## config.mk

```make
export PLATFORM = sky130hd
export DESIGN_NAME = irq_grp_arbiter
export DESIGN_NICKNAME = d
export VERILOG_FILES = /design/src/rtl/irq_arb_pkg.sv /design/src/rtl/irq_edge_latch.sv /design/src/rtl/irq_pick.sv /design/src/rtl/irq_lvl_stack.sv /design/src/rtl/irq_grp_arbiter.sv
export SDC_FILE = /design/constraint.sdc
export NUM_CORES = 1
export LEC_CHECK = 0
export BUFFER_PORTS_ARGS = -buffer_cell sky130_fd_sc_hd__buf_2
export CORE_MARGIN = 2
export CORE_UTILIZATION = 60
export DETAILED_ROUTE_END_ITERATION = 8
export GPL_ROUTABILITY_DRIVEN = 0
export GPL_TIMING_DRIVEN = 0
export PLACE_DENSITY = 0.8
export SKIP_LAST_GASP = 1
export SLEW_MARGIN = 20
export SYNTH_ARGS = -nofsm -noshare
export SYNTH_HDL_FRONTEND = slang
export SYNTH_HIERARCHICAL = 1
export SYNTH_SLANG_ARGS = --single-unit
```

## constraint.sdc

```tcl
create_clock -name clk -period 20.9 [get_ports clk]
set_clock_uncertainty 0.05 [all_clocks]
set_input_delay 1.045 -clock clk [delete_from_list [all_inputs] [get_ports clk]]
set_output_delay 1.045 -clock clk [all_outputs]
set_load 0.02 [all_outputs]
```

## src/rtl/irq_arb_pkg.sv

```systemverilog
package irq_arb_pkg;

   typedef enum logic [1:0] {
      KIND_IRQ = 2'd0,
      KIND_HF  = 2'd1,
      KIND_NMI = 2'd2
   } take_kind_e;

   localparam int unsigned LVL_NMI  = 0;
   localparam int unsigned LVL_HF   = 1;
   localparam int unsigned LVL_BASE = 2;

   // Number of nesting bits selected by a grouping code.
   function automatic int unsigned nest_bits(input logic [2:0] code, input int unsigned maxg);
      int unsigned g;
      if (code >= 3'd3) g = 32'(3'd7 - code);
      else              g = maxg;
      if (g > maxg) g = maxg;
      return g;
   endfunction

endpackage

```

## src/rtl/irq_edge_latch.sv

```systemverilog
module irq_edge_latch #(
   parameter int W = 8
) (
   input  logic         clk,
   input  logic         rst_n,
   input  logic [W-1:0] lvl_i,
   input  logic [W-1:0] clr_i,
   output logic [W-1:0] pend_o
);

   logic [W-1:0] prev_q;

   for (genvar k = 0; k < W; k++) begin : g_bit
      always_ff @(posedge clk) begin
         if (!rst_n) begin
            prev_q[k] <= 1'b0;
            pend_o[k] <= 1'b0;
         end else begin
            prev_q[k] <= lvl_i[k];
            pend_o[k] <= (pend_o[k] & ~clr_i[k]) | (lvl_i[k] & ~prev_q[k]);
         end
      end
   end

endmodule

```

## src/rtl/irq_pick.sv

```systemverilog
module irq_pick #(
   parameter int NSRC   = 8,
   parameter int PRIO_W = 4,
   parameter int IDX_W  = 3
) (
   input  logic [NSRC-1:0]        cand_i,
   input  logic [NSRC*PRIO_W-1:0] prio_i,
   output logic                   valid_o,
   output logic [IDX_W-1:0]       idx_o,
   output logic [PRIO_W-1:0]      prio_o
);

   generate
      if (NSRC == 1) begin : g_single
         assign valid_o = cand_i[0];
         assign idx_o   = '0;
         assign prio_o  = prio_i[PRIO_W-1:0];
      end else begin : g_multi
         always_comb begin
            valid_o = 1'b0;
            idx_o   = '0;
            prio_o  = '1;
            for (int i = 0; i < NSRC; i++) begin
               if (cand_i[i] && (!valid_o || (prio_i[i*PRIO_W +: PRIO_W] < prio_o))) begin
                  valid_o = 1'b1;
                  idx_o   = IDX_W'(i);
                  prio_o  = prio_i[i*PRIO_W +: PRIO_W];
               end
            end
         end
      end
   endgenerate

endmodule

```

## src/rtl/irq_lvl_stack.sv

```systemverilog
module irq_lvl_stack #(
   parameter int DEPTH = 18,
   parameter int LVL_W = 5
) (
   input  logic             clk,
   input  logic             rst_n,
   input  logic             push_i,
   input  logic             pop_i,
   input  logic [LVL_W-1:0] lvl_i,
   output logic [LVL_W-1:0] top_o
);

   localparam int CNT_W = $clog2(DEPTH + 1);

   logic [LVL_W-1:0] mem [DEPTH];
   logic [CNT_W-1:0] cnt_q;

   always_ff @(posedge clk) begin
      if (!rst_n) begin
         cnt_q <= '0;
      end else if (pop_i) begin
         if (cnt_q != '0) cnt_q <= cnt_q - 1'b1;
      end else if (push_i && (32'(cnt_q) < DEPTH)) begin
         mem[cnt_q] <= lvl_i;
         cnt_q      <= cnt_q + 1'b1;
      end
   end

   assign top_o = (cnt_q == '0) ? '1 : mem[cnt_q - 1'b1];

endmodule

```

## src/rtl/irq_grp_arbiter.sv

```systemverilog
module irq_grp_arbiter
   import irq_arb_pkg::*;
#(
   parameter int  NSRC   = 8,
   parameter int  PRIO_W = 4,
   localparam int IDX_W  = (NSRC > 1) ? $clog2(NSRC) : 1,
   localparam int DEPTH  = (1 << PRIO_W) + 2,
   localparam int LVL_W  = $clog2(DEPTH + 1)
) (
   input  logic                   clk,
   input  logic                   rst_n,
   input  logic [NSRC-1:0]        src_i,
   input  logic [NSRC-1:0]        en_i,
   input  logic [NSRC*PRIO_W-1:0] prio_i,
   input  logic [2:0]             grp_code_i,
   input  logic                   nmi_i,
   input  logic                   hflt_i,
   input  logic                   pmask_i,
   input  logic                   fmask_i,
   input  logic                   done_i,
   output logic                   take_o,
   output logic [1:0]             take_kind_o,
   output logic [IDX_W-1:0]       take_idx_o,
   output logic [LVL_W-1:0]       act_lvl_o
);

   generate
      if (NSRC < 1)   begin : g_bad_nsrc $error("NSRC must be at least 1"); end
      if (PRIO_W != 4) begin : g_bad_pw   $error("grouping codes assume a 4-bit urgency value"); end
   endgenerate

   localparam logic [LVL_W-1:0] IDLE = '1;

   logic [NSRC-1:0]   irq_pend, irq_clr;
   logic [1:0]        fix_pend, fix_clr;
   logic              win_v;
   logic [IDX_W-1:0]  win_idx;
   logic [PRIO_W-1:0] win_prio, nest_mask;
   logic [LVL_W-1:0]  win_lvl, top_lvl, push_lvl;
   logic              go_nmi, go_hf, go_irq, go_any;

   // Pending latches: maskable lines, then {nmi, hard fault}.
   irq_edge_latch #(.W(NSRC)) u_irq_pend (
      .clk(clk), .rst_n(rst_n), .lvl_i(src_i), .clr_i(irq_clr), .pend_o(irq_pend)
   );

   irq_edge_latch #(.W(2)) u_fix_pend (
      .clk(clk), .rst_n(rst_n), .lvl_i({nmi_i, hflt_i}), .clr_i(fix_clr), .pend_o(fix_pend)
   );

   // Winner among enabled pending lines, smallest full urgency value.
   irq_pick #(.NSRC(NSRC), .PRIO_W(PRIO_W), .IDX_W(IDX_W)) u_pick (
      .cand_i(irq_pend & en_i), .prio_i(prio_i),
      .valid_o(win_v), .idx_o(win_idx), .prio_o(win_prio)
   );

   // Grouping decode: upper bits form the nesting field.
   always_comb begin
      int unsigned nb;
      nb = nest_bits(grp_code_i, PRIO_W);
      nest_mask = '0;
      for (int b = 0; b < PRIO_W; b++) begin
         if (b >= (PRIO_W - int'(nb))) nest_mask[b] = 1'b1;
      end
   end

   assign win_lvl = LVL_W'(win_prio & nest_mask) + LVL_W'(LVL_BASE);

   // Preemption decision against the active top level.
   assign go_nmi = fix_pend[1] && !done_i && (top_lvl != LVL_W'(LVL_NMI));
   assign go_hf  = !go_nmi && fix_pend[0] && !fmask_i && !done_i
                   && (top_lvl > LVL_W'(LVL_HF));
   assign go_irq = !go_nmi && !go_hf && win_v && !pmask_i && !fmask_i && !done_i
                   && (win_lvl < top_lvl);
   assign go_any = go_nmi | go_hf | go_irq;

   always_comb begin
      irq_clr = '0;
      if (go_irq) irq_clr[win_idx] = 1'b1;
   end
   assign fix_clr = {go_nmi, go_hf};

   assign push_lvl = go_nmi ? LVL_W'(LVL_NMI) :
                     go_hf  ? LVL_W'(LVL_HF)  : win_lvl;

   irq_lvl_stack #(.DEPTH(DEPTH), .LVL_W(LVL_W)) u_stack (
      .clk(clk), .rst_n(rst_n), .push_i(go_any), .pop_i(done_i),
      .lvl_i(push_lvl), .top_o(top_lvl)
   );

   always_ff @(posedge clk) begin
      if (!rst_n) begin
         take_o      <= 1'b0;
         take_kind_o <= KIND_IRQ;
         take_idx_o  <= '0;
      end else begin
         take_o      <= go_any;
         take_kind_o <= go_nmi ? KIND_NMI : (go_hf ? KIND_HF : KIND_IRQ);
         take_idx_o  <= go_irq ? win_idx : '0;
      end
   end

   assign act_lvl_o = (top_lvl == IDLE) ? IDLE : top_lvl;

endmodule

```

==> results of run 1 <==
## cells by family after synthesis
group	after synthesis	synth area share, %
simple gates	219	18.1
compound gates	126	14.2
flops	121	46.0
buf+inv	65	5.41
mux	49	11.0
fa+ha+maj	28	4.75
xor+xnor	4	0.485
## power groups by stage
stage	combinational (mW)	sequential (mW)	clock, mW
floorplan	0.269	0.287	0
global placement	0.345	0.288	0
detailed placement	0.358	0.288	0
CTS	0.361	0.284	0.283
global route	0.398	0.284	0.291
finish	0.366	0.284	0.279
## layer usage
layer	part of all wire, %	GRT usage [%]	up-vias
met3	6.2	4.25	57
met4	3.2	10.5	0
met1	40	34.2	2503
li1	-	-	2475
met2	50	47.4	239
met5	0	0	-
## worst max path at each step
stage	from	endpoint	slack (ns)	depth (start not counted)
after floorplan	en_i[0]	u_stack/mem[12][0]$_DFFE_PP_	7.58	65
after global placement	en_i[0]	u_stack/mem[5][1]$_DFFE_PP_	5.72	66
after detailed placement	en_i[0]	u_stack/mem[4][1]$_DFFE_PP_	5.28	66
after CTS	en_i[0]	u_stack/mem[14][3]$_DFFE_PP_	5.66	66
after global routing	en_i[0]	u_stack/mem[5][0]$_DFFE_PP_	4.29	66
final	en_i[0]	u_stack/mem[4][4]$_DFFE_PP_	5.51	66
## tightest hold or removal path, delay by kind of cell, from the launching register on
kind / cells / cell delay (ns)
DFF: 1 / 0.31
and+or+nand+nor: 1 / 0.06
AOI/OAI and AO/OA: 1 / 0.05
## layout make-up
type                    instances  area, um2  area share, %
multi-input cells             426       3520           42.3
flip-flops and latches        121       3320           39.9
clock buffers                  18        429           5.16
repair buffers                 68        340           4.09
plain buffers                  27        248           2.98
well taps                     147        184           2.21
inverters                      38        143           1.71
clock inverters                14        139           1.67
## Yosys cell counts, drive strengths merged, types with 4 or more instances
library cell	n
a2111oi	4
a21boi	19
a21oi	22
a31oi	6
and2	25
buf	11
clkbuf	14
dfxtp	31
edfxtp	90
ha	25
inv	38
mux2	10
mux2i	19
mux4	20
nand2	32
nand2b	31
nand3	10
nand3b	7
nor2	44
nor2b	16
nor3	8
nor4	13
o211ai	7
o21a	4
o21ai	24
or3	6
xnor2	4
## state kept, by name, indices dropped and copies added, names as in the netlist
signal,cells
u_fix_pend/prev_q,2
u_stack/mem,90
u_fix_pend/pend_o,2
take_idx_o,3
take_o,1
u_stack/cnt_q,5
u_irq_pend/pend_o,8
take_kind_o,2
u_irq_pend/prev_q,8
## per-stage QoR
stage                     util, %  total power [mW]  hold slack (ns)  area (um2)  setup slack (ns)
final                        70.2             0.929            0.421        8320              5.51
after CTS                    70.1             0.928            0.421        8320              5.66
after detailed placement     65.3             0.647            0.413        7750              5.28
after floorplan                 -             0.556            0.394        7220              7.58
after global routing         70.2             0.973            0.448        8320              4.29
after global placement       65.3             0.634            0.407        7740              5.72
==> reports/qor.yml, run 1 <==
cp-end-kind: "flip-flop"
clock_sink_count: 121
power.ir.vdd_worst_uv: 96.2
clock_path_buffers: 2
die-width_um: 114
drt-total-wl_um: 16800
avgRoutedWirePerCell_um: 19.6
crit_path_frequent_cell: "ha_1"
maxCapViolCount: 0
hold_path_class: "flip-flop to flip-flop"
cts_resized: 0
detailroute.via_count: 5274
cts.repair_timing.setup_buffer_count: 0
part_of_the_total_power_dissipated_in_sequential_elements_pct: 30.5
reg2reg_setup_slack_ns: 5.87
hold_start: "u_irq_pend/pend_o[5]$_SDFF_PN0_"
r2r_end: "u_stack/mem[4][4]$_DFFE_PP_"
post_drt_via_cell_ratio: 6.14
worst_setup_hold_path_clk_slew_ns: 0.06
synthesis.yosys.warnings: 6
rsz0062_at_grt: "false"
grt_first_pass_wirelength_um: 26900
fmaxAchievable_mhz: 65.0
antenna_left: 0
synthesis.area_per_instance_um2: 11.8
drt_pass1_iterations: 5
timing.max_slew.rel_slack_pct: 48.9
internal-power_uw: 598
cts_root_buf: "clkbuf_16"
async_reset_ff_share_pct: 0
worst_ep_required_time_ns: 20.90
worst-slew-pin-transition_ns: 0.765
drive_above_1_share_pct: 27.1
setup_tns_ns: 0
track_usage_pct: 27.1
synth_top_area_cell: "edfxtp_1"
die_height_um: 114
dpl.hpwl_um: 11800
worst_hold_path.num_cells: 2
dr.first_iter.drc_count: 419
arrival_ns: 15.39
top_level_ports: 69
initial_core_util_pct: 60.9
worst_path_dominant_cell_family: "compound AO/OA/AOI/OAI gates"
nNetsFinal: 782
synthesis.area_mm2: 0.00722
grt_overflow_total: 0
largest_net_degree_at_the_start_of_global_routing: 24
placed_cells: 827
netlist.area_leader.share_pct: 37.4
rows: 40
number_of_global_route_vias_before_repair: 5252
critical_path_buf_inv_count: 9
total_leakage_power_nw: 3.20
netSwitchingFraction_pct: 35.7
layout_commonest_cell: "edfxtp_1"
p_sw_uw: 331
drcViolationCount: 0
diodes: 0
critPathSlowestCell: "nor2_1"
core_mm2: 0.0119
cts-htree-levels: 4
port_buffers: 68
synth-seq-area-share_pct: 46.0
share_clk_of_total_power_pct: 30.1
area.growth.synth_to_final_pct: 15.3
final_cell_mix: "edfxtp_1, buf_2, nor2_1"
clk_latency_ns: 0.42
yosys_register_bits: 121
hold-path-endpoint: "u_irq_pend/pend_o[5]$_SDFF_PN0_"
outcome: "finished, final reports clean"
syn-num-nets: 695
worst-r2r-cell-count: 65
post_synth_main_area_contributors: "edfxtp_1, dfxtp_1, mux4_2"
finalMaxSlewViolations: 0
antenna_found_initial: 0
cts_made_buffers: 17
critPathMaxFanout: 10
final_cell_count_no_fill: 859
critical_path_class: "input pin to flip-flop"
power.density_cell_area_mw_per_mm2: 112
cts_tree: "built"
cts-hold-fix-buffers: 0
period_share_pct: 73.7
fillerInstances: 838
yosys_cell_types: 101
p_comb_share_pct: 39.4
min_period_ns: 15.39
synth_enable_flop_cells: 90
source_of_the_worst_register_to_register_timing_path: "u_irq_pend/pend_o[0]$_SDFF_PN0_"
cp_slowest_stage_delay_ns: 0.48
floorplan.die_area_mm2: 0.0129
report.final.hold_viol_count: 0
post_synth_inst_count: 612
yosys_most_used_dff: "edfxtp_1"
setup_viol: 0
timing.critical_path.from_type: "input pin"
No activity file was read; power rests on OpenSTA's default activity.
==> run 2: changes to the inputs <==
clock period = 15.35 ns   (was 20.9 ns; I/O delays follow)
==> reports/qor.yml, run 2 (synthesis results as in run 1) <==
cts_made_buffers: 17  # unchanged
clock_path_buffers: 2  # unchanged
rows: 40  # unchanged
nNetsFinal: 784  # +0.26%
cp_slowest_stage_delay_ns: 0.39  # -0.09 ns
largest_net_degree_at_the_start_of_global_routing: 24  # unchanged
power.ir.vdd_worst_uv: 135  # +40%
cts_root_buf: "clkbuf_16"
rsz0062_at_grt: "false"
timing.critical_path.from_type: "input pin"
grt_overflow_total: 0  # unchanged
setup_tns_ns: 0  # unchanged
max_layer_used: "met4"
die-width_um: 114  # unchanged
reg.largest.list: "u_stack/mem x90, u_irq_pend/pend_o x8, u_irq_pend/prev_q x8"
post_drt_via_cell_ratio: 6.16  # +0.28%
hold_path_class: "flip-flop to flip-flop"
fillerInstances: 800  # -4.5%
clock_sink_count: 121  # unchanged
drt-met1-wl_um: 6820  # +0.52%
outcome: "finished, final reports clean"
avgRoutedWirePerCell_um: 19.9  # +1.6%
finalMaxSlewViolations: 0  # unchanged
critPathMaxFanout: 10  # unchanged
worst-slew-pin-transition_ns: 0.757  # -0.00868 ns
drt-total-wl_um: 17100  # +1.9%
die_height_um: 114  # unchanged
report.final.hold_viol_count: 0  # unchanged
dpl.hpwl_um: 11800  # unchanged
utilization_pct: 71.8  # +1.6 points
dr.first_iter.drc_count: 463  # +11%
total_power_mw: 1.28  # +38%
post-route-worst-setup-slack_ns: 1.10  # -4.40 ns
antenna_left: 0  # unchanged
period_share_pct: 92.8
arrival_ns: 14.30  # -1.09 ns
layout_commonest_cell: "edfxtp_1"
maxCapViolCount: 0  # unchanged
met3WireLength_um: 1040  # -0.58%
port_buffers: 68  # unchanged
floorplan.die_area_mm2: 0.0129  # unchanged
crit_path_frequent_cell: "ha_1"
critical_path_class: "input pin to flip-flop"
worst_ep_required_time_ns: 15.41  # -5.49 ns
initial_core_util_pct: 60.9  # unchanged
cts-htree-levels: 4  # unchanged
area.growth.synth_to_final_pct: 18.0
core_mm2: 0.0119  # unchanged
cp-end-kind: "flip-flop"
top_level_ports: 69  # unchanged
timing.max_slew.rel_slack_pct: 49.3  # +0.41 points
wl_met2_um: 8740  # +3.8%
detailroute.via_count: 5301  # +0.51%
cts_tree: "built"
power.density_cell_area_mw_per_mm2: 150  # +35%
diodes: 0  # unchanged
antenna_found_initial: 0  # unchanged
critPathSlowestCell: "mux2_2"
worst_setup_hold_path_clk_slew_ns: 0.06  # about the same
fmaxAchievable_mhz: 70.2
cts-hold-fix-buffers: 0  # unchanged
biggest_register: "u_stack/mem"
placement.setup.worst_slack_ns: 0.0118  # -5.27 ns
clk_latency_ns: 0.42  # about the same
drcViolationCount: 0  # unchanged
track_usage_pct: 27.1  # unchanged
drt_pass1_iterations: 5  # unchanged
final_cell_mix: "edfxtp_1, buf_2, inv_1"
total_leakage_power_nw: 3.22  # +0.60%
number_of_flip_flops_in_the_largest_register: 90  # unchanged
setup_viol: 0  # unchanged
min_period_ns: 14.25
drive_above_1_share_pct: 31.0  # +3.8 points
number_of_global_route_vias_before_repair: 5252  # unchanged
grt_first_pass_wirelength_um: 26900  # unchanged
run 2: path summary, 6_finish.rpt:
| path | startpoint | endpoint | slack, ns | cells after the start |
|---|---|---|---|---|
| worst max-delay path | en_i[0] | u_stack/mem[13][3]$_DFFE_PP_ | 1.10 | 66 |
| worst max register to register | u_irq_pend/pend_o[0]$_SDFF_PN0_ | u_stack/mem[13][3]$_DFFE_PP_ | 1.19 | 65 |
| worst min-delay path | u_irq_pend/pend_o[5]$_SDFF_PN0_ | u_irq_pend/pend_o[5]$_SDFF_PN0_ | 0.42 | 2 |
| worst min register to register | u_irq_pend/pend_o[5]$_SDFF_PN0_ | u_irq_pend/pend_o[5]$_SDFF_PN0_ | 0.42 | 2 |
run 2: per-layer routing:
layer | up-vias | track usage (%)
met1 | 2561 | 34.2
met2 | 214 | 47.4
met5 | - | 0
met4 | 0 | 10.5
li1 | 2478 | -
met3 | 48 | 4.25
run 2: final cells by class:
type | count | area, um2 | share of cell area (%)
Sequential cell | 121 | 3320 | 39.0
Timing Repair Buffer | 70 | 355 | 4.17
Buffer | 27 | 248 | 2.91
Multi-Input combinational cell | 426 | 3700 | 43.4
Clock buffer | 18 | 429 | 5.04
Clock inverter | 14 | 139 | 1.63
Inverter | 38 | 143 | 1.67
Tap cell | 147 | 184 | 2.16
run 2: stage by stage:
| stage | area, um2 | std cells | hold slack, ns |
|---|---|---|---|
| global route | 8520 | 861 | 0.448 |
| detailed placement | 7750 | 827 | 0.413 |
| CTS | 8320 | 859 | 0.421 |
| finish | 8520 | 861 | 0.421 |
| floorplan | 7220 | 612 | 0.394 |
| global placement | 7740 | 827 | 0.407 |
run 2: repair_timing:
action                                 in CTS  in global routing
endpoints found under the hold margin       0                  0
setup endpoints to repair                   0                 95
resized for setup                           0                 46
setup buffers                               0                  2
run 2: power by group:
part           switching (mW)  internal [mW]
logic                   0.304          0.211
clock network           0.155          0.226
registers             0.00740          0.379
run 2: worst max-delay path, delay by kind of cell:
kind                     cells  cell delay (ns)
AO/OA/AOI/OAI               26             5.11
adder cells (fa/ha/maj)      9             2.50
buffers and inverters        9             1.00
multiplexers                 7             2.01
AND/OR/NAND/NOR             15             2.85
==> run 3: changes to the inputs <==
CELL_PAD_IN_SITES_DETAIL_PLACEMENT = 1   (was default)
CELL_PAD_IN_SITES_GLOBAL_PLACEMENT = 2   (was default)
CORE_UTILIZATION = 41   (was 60)
==> reports/qor.yml, run 3 (synthesis results as in run 1) <==
worst-slew-pin-transition_ns: 0.894  # +0.137 ns
diodes: 0  # unchanged
worst_setup_hold_path_clk_slew_ns: 0.06  # about the same
min_period_ns: 14.25  # +0.00695 ns
critPathMaxFanout: 10  # unchanged
worst_ep_required_time_ns: 15.40  # about the same
dr.first_iter.drc_count: 192  # -59%
critical_path_class: "input pin to flip-flop"
cts_tree: "built"
period_share_pct: 92.9  # about the same
floorplan.die_area_mm2: 0.0187  # +45%
rows: 48  # +20%
setup_viol: 0  # unchanged
die_height_um: 137  # +20%
track_usage_pct: 20.7  # -6.4 points
report.final.hold_viol_count: 0  # unchanged
antenna_found_initial: 0  # unchanged
post_drt_via_cell_ratio: 5.53  # -10%
clock_path_buffers: 2  # unchanged
avgRoutedWirePerCell_um: 20.0  # +0.61%
maxCapViolCount: 0  # unchanged
hold_path_class: "flip-flop to flip-flop"
finalMaxSlewViolations: 0  # unchanged
antenna_left: 0  # unchanged
cts_root_buf: "clkbuf_16"
total_leakage_power_nw: 3.21  # -0.47%
place_area_mm2: 0.00785  # +1.3%
port_buffers: 68  # unchanged
drcViolationCount: 0  # unchanged
biggest_register: "u_stack/mem"
drt_pass1_iterations: 4  # -1
power.density_cell_area_mw_per_mm2: 148  # -1.6%
reg.largest.list: "u_stack/mem x90, u_irq_pend/pend_o x8, u_irq_pend/prev_q x8"
clk_latency_ns: 0.41  # about the same
grt_first_pass_wirelength_um: 29400  # +9.1%
timing.critical_path.from_type: "input pin"
layout_commonest_cell: "edfxtp_1"
final_cell_mix: "edfxtp_1, buf_2, inv_1"
die-width_um: 137  # +20%
cp_slowest_stage_delay_ns: 0.51  # +0.12 ns
largest_net_degree_at_the_start_of_global_routing: 24  # unchanged
number_of_global_route_vias_before_repair: 5490  # +4.5%
drive_above_1_share_pct: 30.7  # -0.24 points
fillerInstances: 1840  # +130%
post-route-worst-setup-slack_ns: 1.10  # -0.00695 ns
area.growth.synth_to_final_pct: 18.8
rsz0062_at_grt: "false"
arrival_ns: 14.31  # about the same
worst_path_dominant_cell_family: "compound AO/OA/AOI/OAI gates"
fmaxAchievable_mhz: 70.2  # about the same
cts-htree-levels: 4  # unchanged
placement.setup.worst_slack_ns: -0.354  # -0.366 ns
drt-total-wl_um: 18800  # +9.6%
stdcell_area_mm2: 0.00858  # +0.72%
clock_sink_count: 121  # unchanged
total_power_mw: 1.27  # -0.87%
critPathSlowestCell: "a221oi_4"
multiInputGateArea_mm2: 0.00369  # -0.10%
number_of_flip_flops_in_the_largest_register: 90  # unchanged
nNetsFinal: 783  # -0.13%
detailroute.via_count: 5185  # -2.2%
power.ir.vdd_worst_uv: 103  # -23%
setup_tns_ns: 0  # unchanged
final-seq-area_mm2: 0.00332  # unchanged
initial_core_util_pct: 41.9  # -19 points
cts_made_buffers: 17  # unchanged
timing.max_slew.rel_slack_pct: 40.0  # -9.4 points
grt_overflow_total: 0  # unchanged
crit_path_frequent_cell: "ha_1"
dpl.hpwl_um: 13900  # +17%
top_level_ports: 69  # unchanged
critical_path_buf_inv_count: 9  # unchanged
core_mm2: 0.0172  # +45%
cp-end-kind: "flip-flop"
outcome: "finished, final reports clean"
## run 3: cell types whose count changed in the layout (fill, tap and decap cells not counted)
cell,change
buf_4,-1
bufinv_16,-1
clkinv_2,+1
clkinv_4,-1
clkinvlp_2,+1
clkinvlp_4,-1
inv_8,+1
mux2i_1,+1
mux2i_2,-1
o21ai_0,-1
o21ai_1,+1
## run 3: cell type report
class	count	area share, %
repair buffers	69	4.05
clock inverters	14	1.33
plain buffers	27	2.89
inverters	38	1.66
multi-input cells	426	43.0
well taps	225	3.28
flip-flops and latches	121	38.7
clock buffers	18	5.00
## run 3: path summary, 6_finish.rpt
check / start / to / slack (ns) / depth (start not counted)
worst min register to register: u_irq_pend/pend_o[2]$_SDFF_PN0_ / u_irq_pend/pend_o[2]$_SDFF_PN0_ / 0.41 / 2
worst max-delay path: en_i[0] / u_stack/mem[16][0]$_DFFE_PP_ / 1.10 / 65
worst max register to register: u_irq_pend/pend_o[0]$_SDFF_PN0_ / u_stack/mem[16][0]$_DFFE_PP_ / 1.16 / 64
worst min-delay path: u_irq_pend/pend_o[2]$_SDFF_PN0_ / u_irq_pend/pend_o[2]$_SDFF_PN0_ / 0.41 / 2
## run 3: repair_timing
action,in CTS,in global routing
resized for setup,1,45
pin swaps,0,1
buffers inserted,0,1
hold buffers,0,0
endpoints found under the setup margin,26,95
## run 3: where the power goes
part           switching [mW]  leakage, nW  internal [mW]
Sequential            0.00740         1.07          0.379
Combinational           0.311         1.87          0.211
Clock                   0.152        0.261          0.210
## run 3: worst min-delay path, cell delays in order (launching register included)
cell,delay (ns)
dfxtp_1,0.30
nand2b_1,0.06
a21boi_1,0.05
## run 3: layer usage
layer / global-route usage, % / wire (um) / vias up
li1: - / - / 2481
met1: 24.9 / 7850 / 2589
met2: 37.8 / 10000 / 95
met3: 3.30 / 564 / 20
met4: 6.37 / 307 / 0
met5: 0 / 0 / -
## run 3: stage by stage
stage	hold slack, ns	utilization [%]	std cells
finish	0.414	49.8	938
global route	0.440	49.8	938
CTS	0.418	48.7	937
detailed placement	0.410	45.5	905
global placement	0.414	45.5	905
floorplan	0.394	-	612
